===== src/rtl/cfr_pkg.sv =====
package cfr_pkg;

  localparam int unsigned BYTE_W   = 8;
  localparam int unsigned MAX_PAY  = 512;
  localparam int unsigned CNT_W    = $clog2(MAX_PAY + 1);

  typedef struct packed {
    logic       rsvd;
    logic [1:0] tag;
    logic [1:0] ep;
    logic       mbz;
    logic [1:0] len;
  } cmd_hdr_t;

  // Non-linear size code: 1, 4, 32, 512 payload bytes.
  function automatic logic [CNT_W-1:0] pay_bytes(input logic [1:0] code);
    logic [3:0] sh;
    case (code)
      2'd0:    sh = 4'd0;
      2'd1:    sh = 4'd2;
      2'd2:    sh = 4'd5;
      default: sh = 4'd9;
    endcase
    return CNT_W'(1) << sh;
  endfunction

endpackage


===== src/rtl/cfr_hdr_decode.sv =====
module cfr_hdr_decode
  import cfr_pkg::*;
#(
  parameter int unsigned LOCAL_EP = 0
) (
  input  logic [BYTE_W-1:0] byte_in,
  output logic [1:0]        tag,
  output logic              is_local,
  output logic              mbz_set,
  output logic [CNT_W-1:0]  pay_len
);
  cmd_hdr_t h;

  always_comb begin
    h        = cmd_hdr_t'(byte_in);
    tag      = h.tag;
    is_local = (h.ep == 2'(LOCAL_EP));
    mbz_set  = h.mbz;
    pay_len  = pay_bytes(h.len);
  end
endmodule


===== src/rtl/cfr_frame_seq.sv =====
module cfr_frame_seq
  import cfr_pkg::*;
(
  input  logic             clk,
  input  logic             rst,
  input  logic             xfer,
  input  logic [CNT_W-1:0] hdr_len,
  output logic             at_hdr,
  output logic             at_last
);
  logic [CNT_W-1:0] left_q;
  logic             hdr_q;

  always_ff @(posedge clk) begin
    if (rst) begin
      hdr_q  <= 1'b1;
      left_q <= '0;
    end else if (xfer) begin
      if (hdr_q) begin
        hdr_q  <= 1'b0;
        left_q <= hdr_len;
      end else if (left_q == CNT_W'(1)) begin
        hdr_q  <= 1'b1;
        left_q <= '0;
      end else begin
        left_q <= left_q - CNT_W'(1);
      end
    end
  end

  assign at_hdr  = hdr_q;
  assign at_last = !hdr_q && (left_q == CNT_W'(1));
endmodule


===== src/rtl/cfr_steer.sv =====
module cfr_steer
  import cfr_pkg::*;
(
  input  logic              to_local,
  input  logic              in_valid,
  output logic              in_ready,
  input  logic              loc_ready,
  input  logic              rem_ready,
  output logic              loc_valid,
  output logic              rem_valid,
  output logic              xfer
);
  always_comb begin
    in_ready  = to_local ? loc_ready : rem_ready;
    loc_valid = in_valid &&  to_local;
    rem_valid = in_valid && !to_local;
    xfer      = in_valid && in_ready;
  end
endmodule


===== src/rtl/cmd_frame_router.sv =====
module cmd_frame_router
  import cfr_pkg::*;
#(
  parameter int unsigned LOCAL_EP = 0
) (
  input  logic              clk,
  input  logic              rst,
  input  logic              in_valid,
  input  logic [BYTE_W-1:0] in_data,
  output logic              in_ready,
  output logic              loc_valid,
  output logic [BYTE_W-1:0] loc_data,
  output logic              loc_first,
  output logic              loc_last,
  input  logic              loc_ready,
  output logic              rem_valid,
  output logic [BYTE_W-1:0] rem_data,
  output logic              rem_first,
  output logic              rem_last,
  input  logic              rem_ready,
  output logic [1:0]        last_tag,
  output logic              hdr_err
);
  logic [1:0]       dec_tag;
  logic             dec_local;
  logic             dec_mbz;
  logic [CNT_W-1:0] dec_len;
  logic             at_hdr, at_last, xfer, to_local;
  logic             route_local_q;
  logic [1:0]       tag_q;
  logic             err_q;

  cfr_hdr_decode #(.LOCAL_EP(LOCAL_EP)) u_dec (
    .byte_in  (in_data),
    .tag      (dec_tag),
    .is_local (dec_local),
    .mbz_set  (dec_mbz),
    .pay_len  (dec_len)
  );

  cfr_frame_seq u_seq (
    .clk     (clk),
    .rst     (rst),
    .xfer    (xfer),
    .hdr_len (dec_len),
    .at_hdr  (at_hdr),
    .at_last (at_last)
  );

  // Header bytes route on their own decode; payload follows the latched route.
  assign to_local = at_hdr ? dec_local : route_local_q;

  cfr_steer u_steer (
    .to_local  (to_local),
    .in_valid  (in_valid),
    .in_ready  (in_ready),
    .loc_ready (loc_ready),
    .rem_ready (rem_ready),
    .loc_valid (loc_valid),
    .rem_valid (rem_valid),
    .xfer      (xfer)
  );

  always_ff @(posedge clk) begin
    if (rst) begin
      route_local_q <= 1'b0;
      tag_q         <= '0;
      err_q         <= 1'b0;
    end else begin
      err_q <= xfer && at_hdr && dec_mbz;
      if (xfer && at_hdr) begin
        route_local_q <= dec_local;
        tag_q         <= dec_tag;
      end
    end
  end

  assign loc_data  = in_data;
  assign rem_data  = in_data;
  assign loc_first = at_hdr;
  assign rem_first = at_hdr;
  assign loc_last  = at_last;
  assign rem_last  = at_last;
  assign last_tag  = tag_q;
  assign hdr_err   = err_q;
endmodule


===== config.mk =====
export PLATFORM = sky130hd
export DESIGN_NAME = cmd_frame_router
export DESIGN_NICKNAME = d
export VERILOG_FILES = /design/src/rtl/cfr_pkg.sv /design/src/rtl/cfr_hdr_decode.sv /design/src/rtl/cfr_frame_seq.sv /design/src/rtl/cfr_steer.sv /design/src/rtl/cmd_frame_router.sv
export SDC_FILE = /design/constraint.sdc
export NUM_CORES = 1
export LEC_CHECK = 0
export ABC_AREA = 1
export BUFFER_PORTS_ARGS = -buffer_cell sky130_fd_sc_hd__buf_2
export CAP_MARGIN = 5
export CORE_UTILIZATION = 45
export DETAILED_ROUTE_END_ITERATION = 6
export HOLD_SLACK_MARGIN = 0.03
export MAX_ROUTING_LAYER = met4
export PLACE_DENSITY_LB_ADDON = 0.3
export SYNTH_ARGS = -nofsm -noshare
export SYNTH_HDL_FRONTEND = slang
export SYNTH_SLANG_ARGS = --single-unit

===== constraint.sdc =====
create_clock -name clk -period 1.28 [get_ports clk]
set_input_delay 0.128 -clock clk [delete_from_list [all_inputs] [get_ports clk]]
set_output_delay 0.128 -clock clk [all_outputs]
set_load 0.02 [all_outputs]

# Yosys cells after proc, flatten, opt, wreduce, memory -nomap -nowiden
# Index checks and enable logic that the tools add are counted.
# classes
n_addsub,1
eq_ne,3
shift,1
mux,7
reduce_logical,10
# op_table
cell,n
$mux 10,2
$pmux 4 s3,1
$eq 10x1->1 const B,1
$shl 1x4->10 const A,1
$sub 10x1->10 const B,1
$logic_and 1x1->1,6
$logic_not 2->1,2
$mux 1,4
$eq 2x1->1 const B,1
$eq 2x2->1 const B,1
$logic_not 1->1,2
# word_totals
regBits,15
in_bits,13
output_inout_bits,26
word_cells,27

# Depth between registers and ports, before layout
# Gate-level depths: netlist of the first run.
# depth
depth_word,6
ltp_mapped,9

# Modules after synthesis
# A second synthesis of the first run with hierarchy kept.
# hier_totals
cells_unflattened,177
hier_area_um2,1211.2
# by_module_without_submodules
mod,n_inst,cells_per_inst,area_per_inst_um2,seq_area_each_um2
cfr_frame_seq,1,104,759.5,220.2
cmd_frame_router,1,43,300.3,80.1
cfr_hdr_decode,1,18,101.3,0.0
cfr_steer,1,12,50.0,0.0

# Worst setup path after synthesis of the first run
# No wires, ideal clock.
# synth_timing
kind,register to output
from,reg u_seq.left_q[5]
to,out rem_last
arrival_ps,1327
t_required_ps,1152
slack_ps,-175
path_stages_with_launch,7
n_path_buf,1
path_cell_list,dfxtp_1 > nor2_1 > nand3_1 > nor2_1 > inv_1 > nor2_1 > buf_4
# synth_between
elab_chain_len,2
# synth_lines
element,line,rtl
from (decl),cfr_frame_seq.sv:11,logic [CNT_W-1:0] left_q;
from (signal assigned),cfr_frame_seq.sv:21,left_q <= hdr_len;
from (signal assigned),cfr_frame_seq.sv:26,left_q <= left_q - CNT_W'(1);
$eq 10x1->1,cfr_frame_seq.sv:32,assign at_last = !hdr_q && (left_q == CNT_W'(1));
$logic_and 1x1->1,cfr_frame_seq.sv:32,
to (decl),cmd_frame_router.sv:19,"output logic rem_last,"
# No other way between the ends.

# Worst setup path in the final report of the first run
# layout_timing
from,reg u_seq.left_q[2]
to,out loc_last
# layout_between
elab_chain_len,2
# layout_lines
element,line,rtl
$eq 10x1->1,cfr_frame_seq.sv:32,
$logic_and 1x1->1,cfr_frame_seq.sv:32,
to (decl),cmd_frame_router.sv:14,"output logic loc_last,"
# No other way between the ends.

==> reports/metrics.cfg, run 1 <==
[die]
core_um2 = 2300
boundaryPins = 39
dieArea_um2 = 2740
die_h_um = 52.4
row_count = 17
fp.dieW_um = 52.4
initial_utilization = 0.497

[grt]
grt-ovfl-total = 0
antenna_found_initial = 0
grt_pass1_vias = 1177
gr-usage-all-layers = 0.249
grt_max_degree = 14
grt_pass1_wl_mm = 4.85

[cells_and_area]
seq_area_um2 = 309
layout-drive-gt1-share = 0.471
num_antenna_cells = 0
fillers = 167
multi_input_area_um2 = 748
final_nets = 241
areaGrowthSynthToFinish_pct = 44.5

[timing]
min_period_ns = 1.52
maxSlewViolCount = 0
slew_headroom = 0.805
setup_viol = 14
period_share = 1.18
finalClockSkew_ns = 0.00574
worst_pin_slew_ns = 0.292
grt_setup_unrepaired = yes
setup_slack_ns = -0.236
fin_hold_ws_ns = 0.0746
tns_ns = -0.947
max_freq_mhz = 660
hold_violations = 0

[synth]
ys_seq_area_frac = 0.263
netlist_top_cells_area = dfxtp_1, buf_4, nor2_1, nand2_1, nand3_1
synth_top_cell_by_area = dfxtp_1
async_flop_share = 0
syn_area_per_cell_um2 = 6.27
synth_nets = 197
ys_top_cells_by_count = nor2_1, nand2_1, inv_1
netlist_area_um2 = 1140
synthFlopType = dfxtp_1
syn_inst = 182
synth.distinct_cells = 21
synth_edf_count = 0
ys_ff_latch = 15
ys.warnings.count = 0
yosysTopAreaCellShare = 0.263
yosysMostFrequentCell = nor2_1

[worst_hold_path]
whs_path_depth = 3
hold_end = hdr_err$_SDFF_PP0_
min_from = in_data[2]
hold_class = in -> reg

[cts]
cts_made_buffers = 3
htreeDepth = 1
clkLatencyLatePin_ns = 0.29
cts_root_buf = clkbuf_4
clk_path_buf_depth = 2
cts_tree = done
path_clk_slew_ns = 0.09
clock-sinks = 15

[pwr]
power.density_nw_per_um2 = 984
irDropWorstVdd_mv = 0.805
p_leak_nw = 0.864

[placed_design]
port_buffers = 35
hpwl_mm = 2.00
dp_slack_ns = -0.0319
place.gp.congestion = 0.803

[detailed_routing]
finalWirelength_mm = 3.46
wl_per_cell_um = 13.7
firstDrtPassIters = 4
vias = 1322
ant_nets = 0
drc = 0
viasPerCell = 5.23
drt_iter0_drc = 54

[worst_setup_path]
path_max_fanout = 4
worstSetupStartpointType = register
critPathKind = reg -> out
worst-r2r-cell-count = 9
end_kind = output port
worstPathRequired_ns = 1.15
crit-reg2reg-launch = u_seq.left_q[2]$_SDFFE_PP0N_
cp.arrival_ns = 1.39
r2r-end = u_seq.at_hdr$_SDFFE_PP1N_
rrSetupSlack_ns = -0.10

[run]
maxCapViolations = 0

[status]
outcome = complete, but fails checks
violations = negative setup slack

## sequential cells by signal, summed over array words and instances (netlist names)
| name | count |
|---|---|
| u_seq.at_hdr | 1 |
| hdr_err | 1 |
| u_seq.left_q | 10 |
| route_local_q | 1 |
| last_tag | 2 |
## final cells by class
| cell class | instances | area share |
|---|---|---|
| clock buffer | 4 | 0.0159 |
| inverter | 26 | 0.0607 |
| multi-input combinational | 119 | 0.454 |
| sequential | 15 | 0.187 |
| tap | 28 | 0.0212 |
| timing repair buffer | 61 | 0.261 |
## worst max-delay path by stage
stage,start,endpoint,slack [ns],depth (start not counted)
after detailed placement,u_seq.left_q[1]$_SDFFE_PP0N_,u_seq.left_q[8]$_SDFFE_PP0N_,-0.03,8
after floorplan,u_seq.left_q[5]$_SDFFE_PP0N_,rem_last,-0.05,6
after global routing,u_seq.left_q[6]$_SDFFE_PP0N_,loc_last,-0.29,6
after global placement,u_seq.left_q[0]$_SDFFE_PP0N_,u_seq.left_q[6]$_SDFFE_PP0N_,0.0004,7
after CTS,u_seq.left_q[1]$_SDFFE_PP0N_,loc_last,-0.22,7
final,u_seq.left_q[2]$_SDFFE_PP0N_,loc_last,-0.24,6
## metrics by stage
stage	cell area, um2	cells	power (W)	util
floorplan	1140	182	0.000964	-
global placement	1300	237	0.00108	0.564
detailed placement	1300	237	0.00110	0.564
CTS	1500	248	0.00147	0.651
global route	1650	253	0.00172	0.718
finish	1650	253	0.00162	0.718
## per-layer routing
| layer | track usage | vias up | wire [um] |
|---|---|---|---|
| met4 | 0.114 | 0 | 53 |
| li1 | - | 641 | - |
| met5 | - | - | 0 |
| met1 | 0.286 | 607 | 1370 |
| met3 | 0.0348 | 8 | 250 |
| met2 | 0.426 | 66 | 1780 |
## worst max-delay path, stage by stage (launching register included)
cell and delay [ns]:
dfxtp_1 0.40, nor2_2 0.17, nand3_4 0.10, nor2_4 0.10, inv_2 0.06, nor2_4 0.13, buf_6 0.14
## kinds of logic after synthesis
logic type / count (synthesis) / synth area share
adders and majority gates: 2 / 0.0219
and+or+nand+nor: 110 / 0.445
AOI/OAI and AO/OA: 6 / 0.0329
DFF: 15 / 0.263
xor gates and xnor gates: 1 / 0.00768
buffers and inverters: 48 / 0.229
## repair_timing
item | in CTS | in global routing
resized for setup | 31 | 28
setup endpoints to repair | 6 | 19
hold buffers | 1 | 0
pin swaps | 16 | 19
endpoints found under the hold margin | 1 | 0
cloned | 0 | 1
setup buffers | 8 | 4
## report_power, final
group          switching [W]  internal, W  total (W)
combinational       0.000453     0.000334   0.000787
clock               0.000159     0.000121   0.000280
sequential         0.0000461     0.000509   0.000555
total               0.000659     0.000964    0.00162
## cell usage in the layout (no fill, tap or decap), types with 2 or more instances in the layout
master    count
nor2_1       27
nand3_2       6
o21ai_2       2
buf_2        31
buf_4        21
ha_4          2
nand2_1      28
nand2_4       2
nor2_4        6
clkbuf_4      3
nand2_2       6
inv_2         2
nand3_4       3
buf_6         6
a21oi_1       3
dfxtp_2       4
nor2_2        5
dfxtp_1      10
nand3_1      15
nand4_1       8
inv_1        23
Note: power is estimated with default switching activity, not from simulation.
==> inputs of run 2 (changes only) <==
--- a/config.mk
+++ b/config.mk
@@ -5,10 +5,10 @@
 export SDC_FILE = /design/constraint.sdc
 export NUM_CORES = 1
 export LEC_CHECK = 0
-export ABC_AREA = 1
+export ABC_AREA = 0
 export BUFFER_PORTS_ARGS = -buffer_cell sky130_fd_sc_hd__buf_2
 export CAP_MARGIN = 5
-export CORE_UTILIZATION = 45
+export CORE_UTILIZATION = 43
 export DETAILED_ROUTE_END_ITERATION = 6
 export HOLD_SLACK_MARGIN = 0.03
 export MAX_ROUTING_LAYER = met4
==> run 2 against run 1 <==
  * The flow still finishes with violations (negative setup slack)
  * Highest routed layer unchanged
  * Via count is 16% lower
  * Clock skew is 0.0072 ns higher
  * Sequential share of layout area is 0.13 points higher
  * Core utilization rose by 2.3 points
  * Critical endpoint unchanged
==> reports/metrics.cfg, run 2 <==
[cts]
clock-sinks = 15
cts_tree = done
clk_path_buf_depth = 2
cts_hold_buf = 0
path_clk_slew_ns = 0.11
clkLatencyLatePin_ns = 0.31
htreeDepth = 1
cts_root_buf = clkbuf_4
cts_made_buffers = 3

[grt]
grt_pass1_vias = 953
grt_max_degree = 12
gr-usage-all-layers = 0.242
grt_pass1_wl_mm = 4.37
antenna_found_initial = 0
grt-ovfl-total = 0

[synth]
yosysTopAreaCellShare = 0.296
synth_edf_count = 0
synth_top_cell_by_area = dfxtp_1
syn_area_per_cell_um2 = 8.54
ys_ff_latch = 15
yosysMostFrequentCell = buf_4
synth_nets = 134
ys_seq_area_frac = 0.296
ys.warnings.count = 0
netlist_area_um2 = 1020
synth.distinct_cells = 39
ys_top_cells_by_count = buf_4, dfxtp_1, nor2_1
synthFlopType = dfxtp_1
async_flop_share = 0
syn_inst = 119
netlist_top_cells_area = dfxtp_1, buf_4, a21oi_1, nor2_1, nand2_1

[cells_and_area]
areaGrowthSynthToFinish_pct = 61.2
stdcell_area_um2 = 1640
top_register = u_seq.left_q
layout-drive-gt1-share = 0.644
final_common_cell = buf_4
largest_reg_flops = 10
fillers = 134
final_nets = 193
num_antenna_cells = 0
final_cell_mix = buf_4, buf_2, buf_6

[die]
row_count = 17
initial_utilization = 0.459
die_h_um = 50.6
dieArea_um2 = 2560
boundaryPins = 39
core_um2 = 2210
fp.dieW_um = 50.6

[timing]
min_period_ns = 1.69
hold_violations = 0
grt_setup_unrepaired = yes
slew_headroom = 0.794
setup_viol = 20
finalClockSkew_ns = 0.0129
period_share = 1.32
setup_slack_ns = -0.409
worst_pin_slew_ns = 0.308
tns_ns = -6.23
maxSlewViolCount = 0
max_freq_mhz = 592

[worst_setup_path]
critPathKind = reg -> out
worstPathRequired_ns = 1.15
worstSetupStartpointType = register
cp.arrival_ns = 1.56
end_kind = output port
path_max_fanout = 3

[detailed_routing]
viasPerCell = 5.45
drc = 0
wl_per_cell_um = 15.9
drt_iter0_drc = 24
firstDrtPassIters = 4
ant_nets = 0
finalWirelength_mm = 3.26
vias = 1117

[pwr]
p_leak_nw = 0.736
irDropWorstVdd_mv = 0.739
power.density_nw_per_um2 = 954

[status]
outcome = complete, but fails checks
violations = negative setup slack

[placed_design]
port_buffers = 35
place_area_um2 = 1340
place.gp.congestion = 0.830
hpwl_mm = 1.90

[worst_hold_path]
hold_class = in -> reg

[run]
maxCapViolations = 0

[run 2: cell count changes after synthesis, sizes merged, moves of 3 or more]
cell    change
nand3      -23
a21oi       +6
nand4       -8
nand2      -28
nor2       -27
inv        -22
nor3        +3
mux2i       +3
nor3b       +3
a211oi      +5
[run 2: final cells by class]
type	instances	area (um2)	share of cell area
multi-input combinational	79	711	0.434
timing repair buffer	75	541	0.330
sequential	15	309	0.189
tap	28	35.0	0.0214
clock buffer	3	22.5	0.0138
inverter	4	15.0	0.00917
clock inverter	1	5.00	0.00306
[run 2: cell families after synthesis]
kind of cell | after synthesis | share of synthesized area
AO/OA/AOI/OAI | 28 | 0.197
XOR/XNOR | 2 | 0.0172
buffers and inverters | 25 | 0.174
AND/OR/NAND/NOR | 44 | 0.262
flip-flops | 15 | 0.296
adder cells (fa/ha/maj) | 2 | 0.0246
multiplexers | 3 | 0.0296
[run 2: metal layers]
metal | GRT usage | part of all wire
met2 | 0.407 | 0.52
met1 | 0.280 | 0.40
met5 | - | 0
met3 | 0.0394 | 0.059
met4 | 0.111 | 0.023
[run 2: worst paths after layout]
path / start / cells past startpoint / end / slack (ns)
hold reg to reg: last_tag[1]$_SDFFE_PP0P_ / 2 / last_tag[1]$_SDFFE_PP0P_ / 0.52
setup reg to reg: u_seq.at_hdr$_SDFFE_PP1N_ / 7 / u_seq.left_q[4]$_SDFFE_PP0N_ / -0.38
hold / removal: in_data[6] / 3 / last_tag[1]$_SDFFE_PP0P_ / 0.09
setup / recovery: u_seq.left_q[8]$_SDFFE_PP0N_ / 4 / loc_last / -0.41
[run 2: power breakdown]
group / internal [W] / switching (W) / leakage (nW) / total [W]
clock network: 0.000117 / 0.000179 / 0.0177 / 0.000296
logic: 0.000378 / 0.000363 / 0.594 / 0.000741
registers: 0.000500 / 0.0000248 / 0.124 / 0.000525
[run 2: repair_timing]
action / in CTS / in global routing
buffers inserted: 7 / 3
gates resized for setup: 32 / 17
pin swaps: 15 / 9
setup endpoints to repair: 20 / 20
[run 2: through the flow]
| stage | util | hold slack, ns | total power, W | setup slack (ns) | cells |
|---|---|---|---|---|---|
| global route | 0.740 | 0.108 | 0.00162 | -0.464 | 205 |
| detailed placement | 0.604 | 0.256 | 0.00109 | -0.364 | 191 |
| floorplan | - | 0.275 | 0.000893 | -0.271 | 119 |
| CTS | 0.697 | 0.0927 | 0.00148 | -0.374 | 202 |
| global placement | 0.604 | 0.256 | 0.00107 | -0.342 | 191 |
| finish | 0.740 | 0.0928 | 0.00156 | -0.409 | 205 |
[run 2: worst max-delay path, cell delays in order, from the launching register on]
cell,delay (ns)
dfxtp_2,0.35
or3_4,0.38
nor3b_4,0.21
and2_4,0.20
buf_6,0.11
==> inputs of run 3 (changes only) <==
==> constraint.sdc (replaced) <==
create_clock -name clk -period 1.28 [get_ports clk]
set_input_delay 0.256 -clock clk [delete_from_list [all_inputs] [get_ports clk]]
set_output_delay 0.256 -clock clk [all_outputs]
set_load 0.02 [all_outputs]
==> run 3 against run 2 <==
  * The flow still finishes with violations (negative setup slack)
  * Final cell count down 1.5%
  * Worst hold slack better by 0.14 ns
  * Register-to-register slack worse by 0.02 ns
  * Via count down 5.3%
  * Sequential cell count unchanged
  * Combinational power up 0.5%
  * Sequential power about the same
  * Critical endpoint unchanged
  * Largest cell class unchanged
==> reports/metrics.cfg, run 3 (synthesis gave the netlist of run 2 again) <==
[die]
fp.dieW_um = 50.6
boundaryPins = 39
initial_utilization = 0.459
row_count = 17
dieArea_um2 = 2560
die_h_um = 50.6
core_um2 = 2210

[pwr]
intPower_w = 0.00100
swShare = 0.358
power_frac_seq = 0.336
pwr-share-comb = 0.478
power_w = 0.00156
pwr-share-clk = 0.186
p_leak_nw = 0.722
switching_power_w = 0.000557
power.density_nw_per_um2 = 952
irDropWorstVdd_mv = 0.857

[cells_and_area]
layout-drive-gt1-share = 0.672
final_cell_mix = buf_4, buf_2, buf_6
top_register = u_seq.left_q
fillers = 155
finalNonFillerCells = 202
final_nets = 190
areaGrowthSynthToFinish_pct = 61.1
num_antenna_cells = 0
largest_reg_flops = 10
final_common_cell = buf_4

[detailed_routing]
drc = 0
wl_per_cell_um = 14.1
finalWirelength_mm = 2.85
viasPerCell = 5.24
ant_nets = 0
drt_iter0_drc = 13
vias = 1058
firstDrtPassIters = 4

[worst_setup_path]
worstPathRequired_ns = 1.02
rrSetupSlack_ns = -0.40
critPathKind = reg -> out
path_max_fanout = 3
cp.arrival_ns = 1.55
end_kind = output port
worstSetupStartpointType = register

[placed_design]
hpwl_mm = 1.91
place.gp.congestion = 0.848
port_buffers = 35
placed_cells_incl_taps = 191
dp_slack_ns = -0.441

[timing]
period_share = 1.41
setup_slack_ns = -0.522
setup_viol = 20
hold_violations = 0
grt_setup_unrepaired = yes
max_freq_mhz = 555
min_period_ns = 1.80
slew_headroom = 0.800
finalClockSkew_ns = 0.0117
maxSlewViolCount = 0
tns_ns = -6.62
fin_hold_ws_ns = 0.232
worst_pin_slew_ns = 0.299

[status]
violations = negative setup slack
outcome = complete, but fails checks

[cts]
cts_tree = done
clock-sinks = 15
cts_root_buf = clkbuf_4
clkLatencyLatePin_ns = 0.29
cts_made_buffers = 3
path_clk_slew_ns = 0.09
htreeDepth = 1
clk_path_buf_depth = 2

[grt]
grt-ovfl-total = 0
grt_pass1_vias = 1051
gr-usage-all-layers = 0.242
antenna_found_initial = 0
grt_max_degree = 12
grt_pass1_wl_mm = 4.47

[worst_hold_path]
hold_class = in -> reg

[run]
maxCapViolations = 0

## run 3: worst max-delay path: stages, from the launching register on
cell and delay, ns:
dfxtp_2 0.33, or3_4 0.40, nor3b_4 0.22, and2_4 0.19, buf_6 0.11
## run 3: power by group through the flow
stage	Combinational, W	Clock, W	Sequential, W
2_1_floorplan	0.000351	0	0.000545
3_3_place_gp	0.000546	0	0.000531
3_5_place_dp	0.000555	0	0.000533
4_1_cts	0.000671	0.000291	0.000523
5_1_grt	0.000794	0.000304	0.000528
6_report	0.000745	0.000289	0.000524
## run 3: metrics by stage
| step | cell area [um2] | util |
|---|---|---|
| finish | 1640 | 0.740 |
| CTS | 1560 | 0.706 |
| floorplan | 1070 | - |
| global placement | 1340 | 0.607 |
| detailed placement | 1340 | 0.607 |
| global route | 1640 | 0.740 |
## run 3: final cells by class
type	count	area, um2	share of cell area
Multi-Input combinational cell	79	727	0.444
Sequential cell	15	309	0.189
Clock inverter	1	5.00	0.00306
Inverter	4	15.0	0.00917
Tap cell	28	35.0	0.0214
Timing Repair Buffer	72	523	0.320
Clock buffer	3	22.5	0.0138
## run 3: final timing paths
path	end	cells past startpoint	start
worst max-delay path	loc_last	4	u_seq.left_q[6]$_SDFFE_PP0N_
worst min-delay path	hdr_err$_SDFF_PP0_	2	in_data[2]
worst max register to register	route_local_q$_SDFFE_PP0P_	7	u_seq.at_hdr$_SDFFE_PP1N_
worst min register to register	last_tag[0]$_SDFFE_PP0P_	2	last_tag[0]$_SDFFE_PP0P_
## run 3: routing by layer
| metal | global-route usage | routed length (um) |
|---|---|---|
| met3 | 0.0394 | 134 |
| met2 | 0.442 | 1530 |
| met4 | 0.111 | 70 |
| met5 | - | 0 |
| met1 | 0.252 | 1120 |
## run 3: what timing repair did
action,CTS,global route
gates resized for setup,37,18
hold buffers,0,0
setup buffers,8,5
pin swaps,15,16
endpoints found under the setup margin,20,22
